--- src/rtl/alu181_pkg.sv ---
package alu181_pkg;

    localparam int SEL_W = 4;

    typedef struct packed {
        logic [SEL_W-1:0] sel;
        logic             mode;
        logic             cin_n;
    } alu_ctl_t;

    typedef struct packed {
        logic eq;
        logic gen_n;
        logic prop_n;
        logic cout_n;
    } alu_flags_t;

endpackage

--- src/rtl/alu181_terms.sv ---
module alu181_terms #(
    parameter int W = 4
) (
    input  logic [W-1:0] a,
    input  logic [W-1:0] b,
    input  logic [3:0]   sel,
    output logic [W-1:0] term_x,
    output logic [W-1:0] term_y
);
    // Per-bit term formation: term_x is the OR-style operand, term_y the
    // AND-style operand; term_y is always a subset of term_x.
    for (genvar i = 0; i < W; i++) begin : g_bit
        assign term_x[i] = a[i] | (sel[0] & b[i]) | (sel[1] & ~b[i]);
        assign term_y[i] = (sel[3] & a[i] & b[i]) | (sel[2] & a[i] & ~b[i]);
    end
endmodule

--- src/rtl/alu181_cla.sv ---
module alu181_cla #(
    parameter int W = 4
) (
    input  logic [W-1:0] p,
    input  logic [W-1:0] g,
    input  logic         c0,
    output logic [W:0]   carry,
    output logic         grp_p,
    output logic         grp_g
);
    logic [W:1] gen_v;
    logic [W:1] prop_v;

    assign carry[0] = c0;

    // Each carry is an independent sum of products of the bit terms.
    for (genvar i = 1; i <= W; i++) begin : g_carry
        always_comb begin
            gen_v[i]  = 1'b0;
            prop_v[i] = 1'b1;
            for (int j = i - 1; j >= 0; j--) begin
                gen_v[i]  = gen_v[i] | (g[j] & prop_v[i]);
                prop_v[i] = prop_v[i] & p[j];
            end
        end
        assign carry[i] = gen_v[i] | (prop_v[i] & c0);
    end

    assign grp_p = prop_v[W];
    assign grp_g = gen_v[W];
endmodule

--- src/rtl/alu181_result.sv ---
module alu181_result #(
    parameter int W = 4
) (
    input  logic [W-1:0] term_x,
    input  logic [W-1:0] term_y,
    input  logic [W-1:0] carry,
    input  logic         logic_mode,
    output logic [W-1:0] f,
    output logic         all_ones
);
    logic [W-1:0] half;

    assign half = term_x ^ term_y;

    always_comb begin
        if (logic_mode) begin
            f = ~half;
        end else begin
            f = half ^ carry;
        end
    end

    assign all_ones = &f;
endmodule

--- src/rtl/alu181_top.sv ---
module alu181_top
    import alu181_pkg::*;
#(
    parameter int W = 4
) (
    input  logic         clk,
    input  logic         rst,
    input  logic [W-1:0] a_in,
    input  logic [W-1:0] b_in,
    input  logic [3:0]   sel,
    input  logic         mode,
    input  logic         cin_n,
    output logic [W-1:0] f_out,
    output logic         cout_n,
    output logic         prop_n,
    output logic         gen_n,
    output logic         eq_out
);
    logic [W-1:0] a_q;
    logic [W-1:0] b_q;
    alu_ctl_t     ctl_q;
    alu_flags_t   flags_q;
    alu_flags_t   flags_d;

    logic [W-1:0] term_x;
    logic [W-1:0] term_y;
    logic [W:0]   carry;
    logic         grp_p;
    logic         grp_g;
    logic [W-1:0] f_d;
    logic         eq_d;

    // Input register stage
    always_ff @(posedge clk) begin
        if (rst) begin
            a_q   <= '0;
            b_q   <= '0;
            ctl_q <= '0;
        end else begin
            a_q   <= a_in;
            b_q   <= b_in;
            ctl_q <= '{sel: sel, mode: mode, cin_n: cin_n};
        end
    end

    alu181_terms #(.W(W)) u_terms (
        .a      (a_q),
        .b      (b_q),
        .sel    (ctl_q.sel),
        .term_x (term_x),
        .term_y (term_y)
    );

    alu181_cla #(.W(W)) u_cla (
        .p     (term_x | term_y),
        .g     (term_x & term_y),
        .c0    (~ctl_q.cin_n),
        .carry (carry),
        .grp_p (grp_p),
        .grp_g (grp_g)
    );

    alu181_result #(.W(W)) u_result (
        .term_x     (term_x),
        .term_y     (term_y),
        .carry      (carry[W-1:0]),
        .logic_mode (ctl_q.mode),
        .f          (f_d),
        .all_ones   (eq_d)
    );

    always_comb begin
        flags_d.eq     = eq_d;
        flags_d.gen_n  = ~grp_g;
        flags_d.prop_n = ~grp_p;
        flags_d.cout_n = ~carry[W];
    end

    // Output register stage
    always_ff @(posedge clk) begin
        if (rst) begin
            f_out   <= '0;
            flags_q <= '0;
        end else begin
            f_out   <= f_d;
            flags_q <= flags_d;
        end
    end

    assign cout_n = flags_q.cout_n;
    assign prop_n = flags_q.prop_n;
    assign gen_n  = flags_q.gen_n;
    assign eq_out = flags_q.eq;
endmodule

--- config.mk ---
export PLATFORM = sky130hd
export DESIGN_NAME = alu181_top
export DESIGN_NICKNAME = d
export VERILOG_FILES = /design/src/rtl/alu181_pkg.sv /design/src/rtl/alu181_terms.sv /design/src/rtl/alu181_cla.sv /design/src/rtl/alu181_result.sv /design/src/rtl/alu181_top.sv
export SDC_FILE = /design/constraint.sdc
export NUM_CORES = 1
export LEC_CHECK = 0
export ABC_CLOCK_PERIOD_IN_PS = 5900
export BUFFER_PORTS_ARGS = -buffer_cell sky130_fd_sc_hd__buf_2
export CAP_MARGIN = 20
export CORE_MARGIN = 2
export CORE_UTILIZATION = 40
export DETAILED_ROUTE_END_ITERATION = 6
export HOLD_SLACK_MARGIN = 0.08
export PLACE_DENSITY_LB_ADDON = 0.1
export REMOVE_ABC_BUFFERS = 1
export SLEW_MARGIN = 10
export SYNTH_ARGS = -nofsm -noshare
export SYNTH_HDL_FRONTEND = slang
export SYNTH_SLANG_ARGS = --single-unit
--- constraint.sdc ---
create_clock -name clk -period 5.9 [get_ports clk]
set_input_delay 0 -clock clk [delete_from_list [all_inputs] [get_ports clk]]
set_output_delay 0 -clock clk [all_outputs]
set_load 0.1 [all_outputs]
==> flow_metrics.env, run 1 <==
export IMPL_fillers=226
export IMPL_dp_hpwl_mm=1.30
export IMPL_synth_compound_area_share_pct=10.6
export IMPL_vdd_ir_drop_max_mv=0.168
export IMPL_synthAdderAreaFrac_pct=12.5
export IMPL_vias_per_cell=4.58
export IMPL_die_h_um=55.6
export IMPL_postCtsSetupBuffers=0
export IMPL_final_cells=175
export IMPL_dp_cells=155
export IMPL_postRouteAntennaNets=0
export IMPL_grt_pass1_wl_mm=2.99
export IMPL_cap_violations=0
export IMPL_mostFrequentLayoutCells="buf_2 (23), dfxtp_1 (22), nor2b_1 (19)"
export IMPL_dr_pass1_iters=1
export IMPL_routed_wl_mm=1.73
export IMPL_vias=801
export IMPL_holdPathEnd="ctl_q[3]$_SDFF_PP0_"
export IMPL_hold_viol_final=0
export IMPL_start_util_pct=42.6
export IMPL_fin_nets=172
export IMPL_setup_ws_ns=3.69
export IMPL_cts_buffers=3
export IMPL_synth_edf_count=0
export IMPL_insertion_delay_ns=0.30
export IMPL_grt_antenna_before_repair=0
export IMPL_gp_congestion=0.792
export IMPL_io_pins=24
export IMPL_total_power_mw=0.348
export IMPL_rsz0062_at_grt="false"
export IMPL_reg2reg_to="eq_out$_SDFF_PP0_"
export IMPL_seq_area_um2=440
export IMPL_clock_sinks=22
export IMPL_p_leak_nw=0.645
export IMPL_clk_pin_slew_worst_paths_ns=0.12
export IMPL_finalSetupViolCount=0
export IMPL_maxSlewViolCount=0
export IMPL_cts_resized=0
export IMPL_rrSetupSlack_ns=3.69
export IMPL_crit_type="reg2reg"
export IMPL_synth_simple_area_share_pct=23.4
export IMPL_drt_initial_drc_count=0
export IMPL_postLayoutCellArea_um2=1410
export IMPL_post_drt_wl_per_cell_um=9.90
export IMPL_grt_pass1_vias=775
export IMPL_reg2regPathDepth=7
export IMPL_muxShareOfSynthArea_pct=5.64
export IMPL_crit_arrival_ns=2.38
export IMPL_place_area_um2=1210
export IMPL_clock_path_buffers=2
export IMPL_max_slew_worst_pin_slew_ns=0.619
export IMPL_r2r_start="ctl_q[3]$_SDFF_PP0_"
export IMPL_status="finished, final reports clean"
export IMPL_cts_tree="yes"
export IMPL_final_common_cell="buf_2"
export IMPL_synthCells=104
export IMPL_grt_usage_pct=11.9
export IMPL_ys_seq_elements=22
export IMPL_min_path_type="in2reg"
export IMPL_ys_types=28
export IMPL_die_w_um=55.6
export IMPL_place_ws_ns=3.71
export IMPL_clock_skew_ns=0.00478
export IMPL_synth_top_family_by_area="simple AND/OR/NAND/NOR gates"
export IMPL_synth_async_reset_ratio_pct=0
export IMPL_worstPathMaxFanout=4
export IMPL_gr_total_overflow=0
export IMPL_cp_start_kind="flip-flop"
export IMPL_num_rows=18
export IMPL_hold_depth=3
export IMPL_required_ns=6.07
export IMPL_grt_max_degree=23
export IMPL_period_needed_ns=2.21
export IMPL_num_antenna_cells=0
export IMPL_cp_end_kind="flip-flop"
export IMPL_yosys_warnings=0
export IMPL_synth_main_ff_cell="dfxtp_1"
export IMPL_root_buffer="clkbuf_4"
export IMPL_synthToLayoutAreaGrowth_pct=32.1
export IMPL_min_from="sel[1]"
export IMPL_maxSlewHeadroom_pct=58.4
export IMPL_yosysSeqAreaShare_pct=41.4
export IMPL_fin_crit_sh_pct=37.4
export IMPL_multi_input_area_um2=572
export IMPL_drive_gt1_share_pct=24.8
export IMPL_max_freq_mhz=453
export IMPL_core_um2=2500
export IMPL_synth_xor_area_share_pct=1.65
export IMPL_drc=0
export IMPL_io_buffers=23
export IMPL_fin_tns_setup_ns=0
export IMPL_die_area_um2=3090
export IMPL_syn_area_um2=1060
export IMPL_syn_avg_cell_area_um2=10.2
export IMPL_p_per_area_nw_per_um2=248
export IMPL_htree_levels=1
[metrics by stage]
step	util [%]	hold slack, ns
2_1_floorplan	-	0.0716
3_3_place_gp	48.4	0.207
3_5_place_dp	48.4	0.213
4_1_cts	56.3	0.418
5_1_grt	56.3	0.440
6_report	56.3	0.426
[how the worst max path moves through the flow]
stage / start / slack, ns / depth (start not counted) / end
finish: ctl_q[3]$_SDFF_PP0_ / 3.69 / 7 / eq_out$_SDFF_PP0_
global route: ctl_q[3]$_SDFF_PP0_ / 3.53 / 7 / eq_out$_SDFF_PP0_
CTS: ctl_q[3]$_SDFF_PP0_ / 3.68 / 7 / eq_out$_SDFF_PP0_
detailed placement: ctl_q[3]$_SDFF_PP0_ / 3.71 / 7 / eq_out$_SDFF_PP0_
global placement: ctl_q[3]$_SDFF_PP0_ / 3.73 / 7 / eq_out$_SDFF_PP0_
floorplan: ctl_q[3]$_SDFF_PP0_ / 3.84 / 7 / eq_out$_SDFF_PP0_
[what timing repair did]
| action | in CTS | in global routing |
|---|---|---|
| hold buffers | 16 | 0 |
| endpoints found under the hold margin | 15 | 0 |
| endpoints found under the setup margin | 0 | 0 |
[synth_stat cells, types with 3 or more instances]
| cell type | instances | share of area, % |
|---|---|---|
| inv_1 | 12 | 4.2 |
| a211o_1 | 3 | 2.5 |
| mux2_2 | 4 | 4.2 |
| and2_1 | 3 | 1.8 |
| ha_1 | 9 | 11 |
| dfxtp_1 | 22 | 41 |
| nor2_1 | 5 | 1.8 |
| nor3_1 | 3 | 1.4 |
| nor2b_1 | 19 | 11 |
[sequential cells by signal, indices dropped and copies added (netlist names)]
name    flops
ctl_q       6
a_q         4
b_q         4
f_out       4
cout_n      1
eq_out      1
gen_n       1
prop_n      1
[metal layers]
layer | up-vias | wire length [um] | track usage [%]
li1 | 425 | - | -
met1 | 357 | 731 | 12.6
met2 | 17 | 926 | 22.6
met3 | 2 | 61 | 2.09
met4 | 0 | 12 | 5.23
met5 | - | 0 | 0
[power by group]
part	internal (mW)	switching [mW]
combinational	0.0369	0.0658
sequential	0.159	0.00548
clock	0.0376	0.0434
total	0.234	0.115
[layout make-up]
cell class	count	area share, %
well taps	30	2.67
multi-input cells	68	40.7
repair buffers	39	19.6
inverters	12	3.20
clock buffers	4	2.58
flip-flops and latches	22	31.3
[critical path, cell delays in order (launching register included)]
cell and delay, ns:
dfxtp_1 0.34, nor2b_1 0.13, a211oi_1 0.40, inv_1 0.12
ha_1 0.25, a2111oi_4 0.37, mux2_4 0.34, nor4b_4 0.13
[logic make-up (layout without fill, tap and decap cells)]
kind of cell / after synthesis / count (layout)
AND/OR/NAND/NOR: 39 / 39
multiplexers: 5 / 5
AO/OA/AOI/OAI: 12 / 12
buffers and inverters: 14 / 55
adder cells (fa/ha/maj): 10 / 10
flip-flops: 22 / 22
XOR/XNOR: 2 / 2
Power figures use the tool's default switching activity.
==> run 2, diff against run 1 <==
--- a/config.mk
+++ b/config.mk
@@ -5,7 +5,7 @@
 export SDC_FILE = /design/constraint.sdc
 export NUM_CORES = 1
 export LEC_CHECK = 0
-export ABC_CLOCK_PERIOD_IN_PS = 5900
+export ABC_CLOCK_PERIOD_IN_PS = 2180
 export BUFFER_PORTS_ARGS = -buffer_cell sky130_fd_sc_hd__buf_2
 export CAP_MARGIN = 20
 export CORE_MARGIN = 2
==> constraint.sdc (replaced) <==
create_clock -name clk -period 2.18 [get_ports clk]
set_input_delay 0 -clock clk [delete_from_list [all_inputs] [get_ports clk]]
set_output_delay 0 -clock clk [all_outputs]
set_load 0.1 [all_outputs]
==> run 2 against run 1 <==
Compared with the run above: global-route usage is 0.28 points higher; core utilization is 0.30 points lower; register-to-register slack got worse by 3.6 ns; sequential share of layout area grew 0.35 points; critical path depth rose by 1; via count is 1.6% lower; sequential power grew to 2.7 times the previous value; design area down 0.53%; fmax up 6.9%; worst setup slack worse by 3.6 ns; final cell count shrank 1.1%; clock power rose by 110%; critical path type unchanged; largest power group unchanged.
==> flow_metrics.env, run 2 (synthesis gave the netlist of run 1 again) <==
export IMPL_status="finished, final reports clean"
export IMPL_gp_congestion=0.768
export IMPL_path_depth=8
export IMPL_cap_violations=0
export IMPL_max_freq_mhz=484
export IMPL_reg2regPathDepth=8
export IMPL_postCtsSetupBuffers=0
export IMPL_insertion_delay_ns=0.30
export IMPL_critPathSlowestCell="dfxtp_2"
export IMPL_cp_start_kind="flip-flop"
export IMPL_gr_total_overflow=0
export IMPL_die_h_um=55.6
export IMPL_routed_wl_mm=1.82
export IMPL_crit_top_cell="inv_1"
export IMPL_vias_per_cell=4.55
export IMPL_fin_nets=171
export IMPL_total_power_mw=0.903
export IMPL_final_common_cell="buf_2"
export IMPL_vdd_ir_drop_max_mv=0.405
export IMPL_holdPathEnd="f_out[1]$_SDFF_PP0_"
export IMPL_num_antenna_cells=0
export IMPL_min_from="rst"
export IMPL_clock_sinks=22
export IMPL_crit_arrival_ns=2.25
export IMPL_grt_pass1_wl_mm=3.04
export IMPL_root_buffer="clkbuf_4"
export IMPL_core_um2=2500
export IMPL_crit_buf_inv=2
export IMPL_r2r_start="b_q[1]$_SDFF_PP0_"
export IMPL_die_area_um2=3090
export IMPL_grt_antenna_before_repair=0
export IMPL_min_path_type="in2reg"
export IMPL_holdWs_ns=0.0887
export IMPL_clock_path_buffers=2
export IMPL_mostFrequentLayoutCells="buf_2 (23), dfxtp_1 (20), nor2b_1 (19)"
export IMPL_clock_skew_ns=0.0110
export IMPL_critPathTopFamily="multiplexers"
export IMPL_rrSetupSlack_ns=0.12
export IMPL_worstPathMaxFanout=5
export IMPL_drc=0
export IMPL_worstPathCellList="mux2_2 -> and2_1 -> inv_1 -> ha_2 -> inv_1 -> a2111oi_4 -> mux2_4 -> nor4b_4"
export IMPL_crit_type="reg2reg"
export IMPL_die_w_um=55.6
export IMPL_fin_crit_sh_pct=94.7
export IMPL_p_leak_nw=0.634
export IMPL_start_util_pct=42.6
export IMPL_drive_gt1_share_pct=29.4
export IMPL_regMostFlops="ctl_q"
export IMPL_cp_end_kind="flip-flop"
export IMPL_cts_buffers=3
export IMPL_cp_slowest_stage_delay_ns=0.36
export IMPL_hold_depth=2
export IMPL_grt_usage_pct=12.2
export IMPL_htree_levels=1
export IMPL_io_pins=24
export IMPL_num_rows=18
export IMPL_cts_tree="yes"
export IMPL_grt_max_degree=23
export IMPL_vias=788
export IMPL_reg2reg_to="eq_out$_SDFF_PP0_"
export IMPL_required_ns=2.37
export IMPL_clk_pin_slew_worst_paths_ns=0.12
export IMPL_finalSetupViolCount=0
export IMPL_maxSlewHeadroom_pct=67.9
export IMPL_synthToLayoutAreaGrowth_pct=31.4
export IMPL_postRouteAntennaNets=0
export IMPL_io_buffers=23
export IMPL_maxSlewViolCount=0
export IMPL_p_per_area_nw_per_um2=645
export IMPL_max_slew_worst_pin_slew_ns=0.484
export IMPL_largest_register_ffs=6
export IMPL_dr_pass1_iters=4
export IMPL_grt_pass1_vias=753
export IMPL_post_drt_wl_per_cell_um=10.5
export IMPL_hold_viol_final=0
export IMPL_drt_initial_drc_count=5
export IMPL_dp_hpwl_mm=1.28
export IMPL_period_needed_ns=2.06
==> run 2: worst max-delay path by stage <==
stage,start,end,slack [ns]
floorplan,ctl_q[3]$_SDFF_PP0_,eq_out$_SDFF_PP0_,0.12
global placement,b_q[0]$_SDFF_PP0_,eq_out$_SDFF_PP0_,0.06
detailed placement,b_q[0]$_SDFF_PP0_,eq_out$_SDFF_PP0_,0.03
CTS,b_q[0]$_SDFF_PP0_,eq_out$_SDFF_PP0_,0.009
global route,ctl_q[3]$_SDFF_PP0_,f_out[3]$_SDFF_PP0_,-0.02
finish,b_q[1]$_SDFF_PP0_,eq_out$_SDFF_PP0_,0.12
==> run 2: report_power, final <==
part / total, mW / internal [mW] / switching (mW)
clock network: 0.174 / 0.0642 / 0.109
registers: 0.447 / 0.431 / 0.0160
logic: 0.282 / 0.102 / 0.180
total: 0.903 / 0.597 / 0.305
==> run 2: per-layer routing <==
layer	track usage, %	vias to the layer above	part of all wire, %
li1	-	421	-
met1	13.6	350	45
met2	22.4	15	51
met3	2.09	2	3.2
met4	5.23	0	0.82
met5	0	-	0
==> run 2: repair_timing <==
| action | in CTS | in global routing |
|---|---|---|
| resized for setup | 0 | 6 |
| endpoints found under the hold margin | 14 | 0 |
| endpoints found under the setup margin | 0 | 2 |
| hold buffers | 14 | 0 |
==> run 2: final cells by class <==
type / instances / area [um^2]
Fill cell: 214 / 1100
Multi-Input combinational cell: 68 / 588
Sequential cell: 22 / 443
Timing Repair Buffer: 38 / 263
Inverter: 12 / 45.0
Tap cell: 30 / 37.5
Clock buffer: 3 / 22.5
==> run 2: worst register-to-register path: cells and delay by family (launching register included) <==
kind / cells / cell delay, ns
and+or+nand+nor: 2 / 0.30
adders and majority gates: 1 / 0.21
AOI/OAI and AO/OA: 1 / 0.31
DFF: 1 / 0.36
buffers and inverters: 2 / 0.13
muxes: 2 / 0.65
==> run 2: through the flow <==
step	instance area, um^2	TNS [ns]	instances	util, %	setup WS [ns]
2_1_floorplan	1060	0	102	-	0.116
4_1_cts	1380	0	173	55.2	0.00919
3_5_place_dp	1220	0	156	48.7	0.0295
6_report	1400	0	173	56.0	0.115
5_1_grt	1400	-0.0179	173	56.0	-0.0179
3_3_place_gp	1220	0	156	48.7	0.0556
==> run 3, diff against run 2 <==
--- a/config.mk
+++ b/config.mk
@@ -14,6 +14,7 @@
 export HOLD_SLACK_MARGIN = 0.08
 export PLACE_DENSITY_LB_ADDON = 0.1
 export REMOVE_ABC_BUFFERS = 1
+export SKIP_LAST_GASP = 1
 export SLEW_MARGIN = 10
 export SYNTH_ARGS = -nofsm -noshare
 export SYNTH_HDL_FRONTEND = slang
==> constraint.sdc (replaced) <==
create_clock -name clk -period 2.18 [get_ports clk]
set_input_delay 0.218 -clock clk [delete_from_list [all_inputs] [get_ports clk]]
set_output_delay 0.218 -clock clk [all_outputs]
set_load 0.1 [all_outputs]
==> run 3 against run 2 <==
Compared with the run above: final cell count decreased by 8.1%; via count down 5.6%; fmax about the same; largest cell class unchanged.
==> flow_metrics.env, run 3 (synthesis gave the netlist of run 1 again) <==
export IMPL_required_ns=2.36
export IMPL_core_um2=2500
export IMPL_reg2regPathDepth=8
export IMPL_cap_violations=0
export IMPL_multi_input_area_um2=588
export IMPL_grt_pass1_vias=687
export IMPL_clock_skew_ns=0.00845
export IMPL_clk_pin_slew_worst_paths_ns=0.11
export IMPL_max_slew_worst_pin_slew_ns=0.484
export IMPL_hold_depth=2
export IMPL_critPathTopFamily="multiplexers"
export IMPL_clock_path_buffers=2
export IMPL_status="finished, final reports clean"
export IMPL_grt_busiest_layer="met2"
export IMPL_grt_max_degree=23
export IMPL_root_buffer="clkbuf_4"
export IMPL_clock_sinks=22
export IMPL_reg2reg_to="eq_out$_SDFF_PP0_"
export IMPL_drc=0
export IMPL_largest_register_ffs=6
export IMPL_vias_per_cell=4.68
export IMPL_grt_pass1_wl_mm=2.80
export IMPL_postRouteAntennaNets=0
export IMPL_seq_area_um2=443
export IMPL_die_area_um2=3090
export IMPL_vdd_ir_drop_max_mv=0.401
export IMPL_postCtsSetupBuffers=0
export IMPL_grt_usage_pct=11.3
export IMPL_crit_top_cell="inv_1"
export IMPL_start_util_pct=42.6
export IMPL_grtUsageMet2_pct=19.7
export IMPL_vias=744
export IMPL_min_path_type="in2reg"
export IMPL_dp_hpwl_mm=1.28
export IMPL_cp_end_kind="flip-flop"
export IMPL_maxSlewHeadroom_pct=67.9
export IMPL_die_w_um=55.6
export IMPL_hold_viol_final=0
export IMPL_io_buffers=23
export IMPL_cp_slowest_stage_delay_ns=0.36
export IMPL_gp_congestion=0.768
export IMPL_rrSetupSlack_ns=0.12
export IMPL_routed_wl_mm=1.62
export IMPL_mostFrequentLayoutCells="buf_2 (23), dfxtp_1 (20), nor2b_1 (19)"
export IMPL_final_common_cell="buf_2"
export IMPL_maxSlewViolCount=0
export IMPL_gr_total_overflow=0
export IMPL_io_pins=24
export IMPL_regMostFlops="ctl_q"
export IMPL_num_antenna_cells=0
export IMPL_holdPathEnd="ctl_q[5]$_SDFF_PP0_"
export IMPL_grt_antenna_before_repair=0
export IMPL_cts_tree="yes"
export IMPL_num_rows=18
export IMPL_fin_nets=157
export IMPL_drt_initial_drc_count=4
export IMPL_fin_tns_setup_ns=0
export IMPL_crit_buf_inv=2
export IMPL_met3_usage_pct=2.09
export IMPL_crit_arrival_ns=2.25
export IMPL_crit_type="reg2reg"
export IMPL_insertion_delay_ns=0.29
export IMPL_fillers=233
export IMPL_critPathSlowestCell="dfxtp_2"
export IMPL_p_leak_nw=0.575
export IMPL_r2r_start="b_q[1]$_SDFF_PP0_"
export IMPL_p_per_area_nw_per_um2=699
export IMPL_post_drt_wl_per_cell_um=10.2
export IMPL_max_freq_mhz=485
export IMPL_period_needed_ns=2.06
export IMPL_post_route_util_pct=50.4
export IMPL_fin_crit_sh_pct=94.7
export IMPL_htree_levels=1
export IMPL_cts_resized=0
export IMPL_worstPathCellList="mux2_2 -> and2_1 -> inv_1 -> ha_2 -> inv_1 -> a2111oi_4 -> mux2_4 -> nor4b_4"
export IMPL_grtUsageMet1_pct=13.2
export IMPL_die_h_um=55.6
export IMPL_cp_start_kind="flip-flop"
export IMPL_min_from="sel[3]"
export IMPL_worstPathMaxFanout=5
export IMPL_cts_buffers=3
export IMPL_synthToLayoutAreaGrowth_pct=18.2
export IMPL_finalSetupViolCount=0
export IMPL_dr_pass1_iters=4
export IMPL_cts_hold_buffers=0
export IMPL_drive_gt1_share_pct=32.6
## run 3: cell count changes in the layout (fill, tap and decap cells not counted), sizes merged
cell and delta:
dlygate4sd3 -14
## run 3: routing by layer
layer / vias up / routed length (um)
li1: 394 / -
met1: 333 / 744
met2: 15 / 798
met3: 2 / 62
met4: 0 / 15
met5: - / 0
## run 3: how the worst max path moves through the flow
| stage | startpoint | endpoint | slack, ns | cells past startpoint |
|---|---|---|---|---|
| floorplan | ctl_q[3]$_SDFF_PP0_ | eq_out$_SDFF_PP0_ | 0.12 | 7 |
| detailed placement | b_q[0]$_SDFF_PP0_ | eq_out$_SDFF_PP0_ | 0.03 | 8 |
| global placement | b_q[0]$_SDFF_PP0_ | eq_out$_SDFF_PP0_ | 0.06 | 8 |
| CTS | b_q[0]$_SDFF_PP0_ | eq_out$_SDFF_PP0_ | 0.009 | 8 |
| global route | ctl_q[5]$_SDFF_PP0_ | f_out[3]$_SDFF_PP0_ | -0.01 | 8 |
| finish | b_q[1]$_SDFF_PP0_ | eq_out$_SDFF_PP0_ | 0.12 | 8 |
## run 3: layout make-up
class	count	share of cell area [%]
multi-input cells	68	46.7
flip-flops and latches	22	35.2
repair buffers	24	9.74
inverters	12	3.58
well taps	30	2.98
clock buffers	3	1.79
## run 3: through the flow
stage	instance area, um^2	power (mW)	cells	setup WS, ns	hold slack, ns
floorplan	1060	0.664	102	0.116	0.290
global placement	1220	0.714	156	0.0556	0.425
detailed placement	1220	0.716	156	0.0295	0.431
CTS	1240	0.891	159	0.00919	0.107
global route	1260	0.930	159	-0.00995	0.113
finish	1260	0.880	159	0.116	0.121
## run 3: power breakdown
| part | internal (mW) | switching (mW) | total, mW |
|---|---|---|---|
| clock network | 0.0642 | 0.107 | 0.171 |
| registers | 0.431 | 0.0160 | 0.447 |
| logic | 0.0860 | 0.176 | 0.262 |
| total | 0.581 | 0.299 | 0.880 |
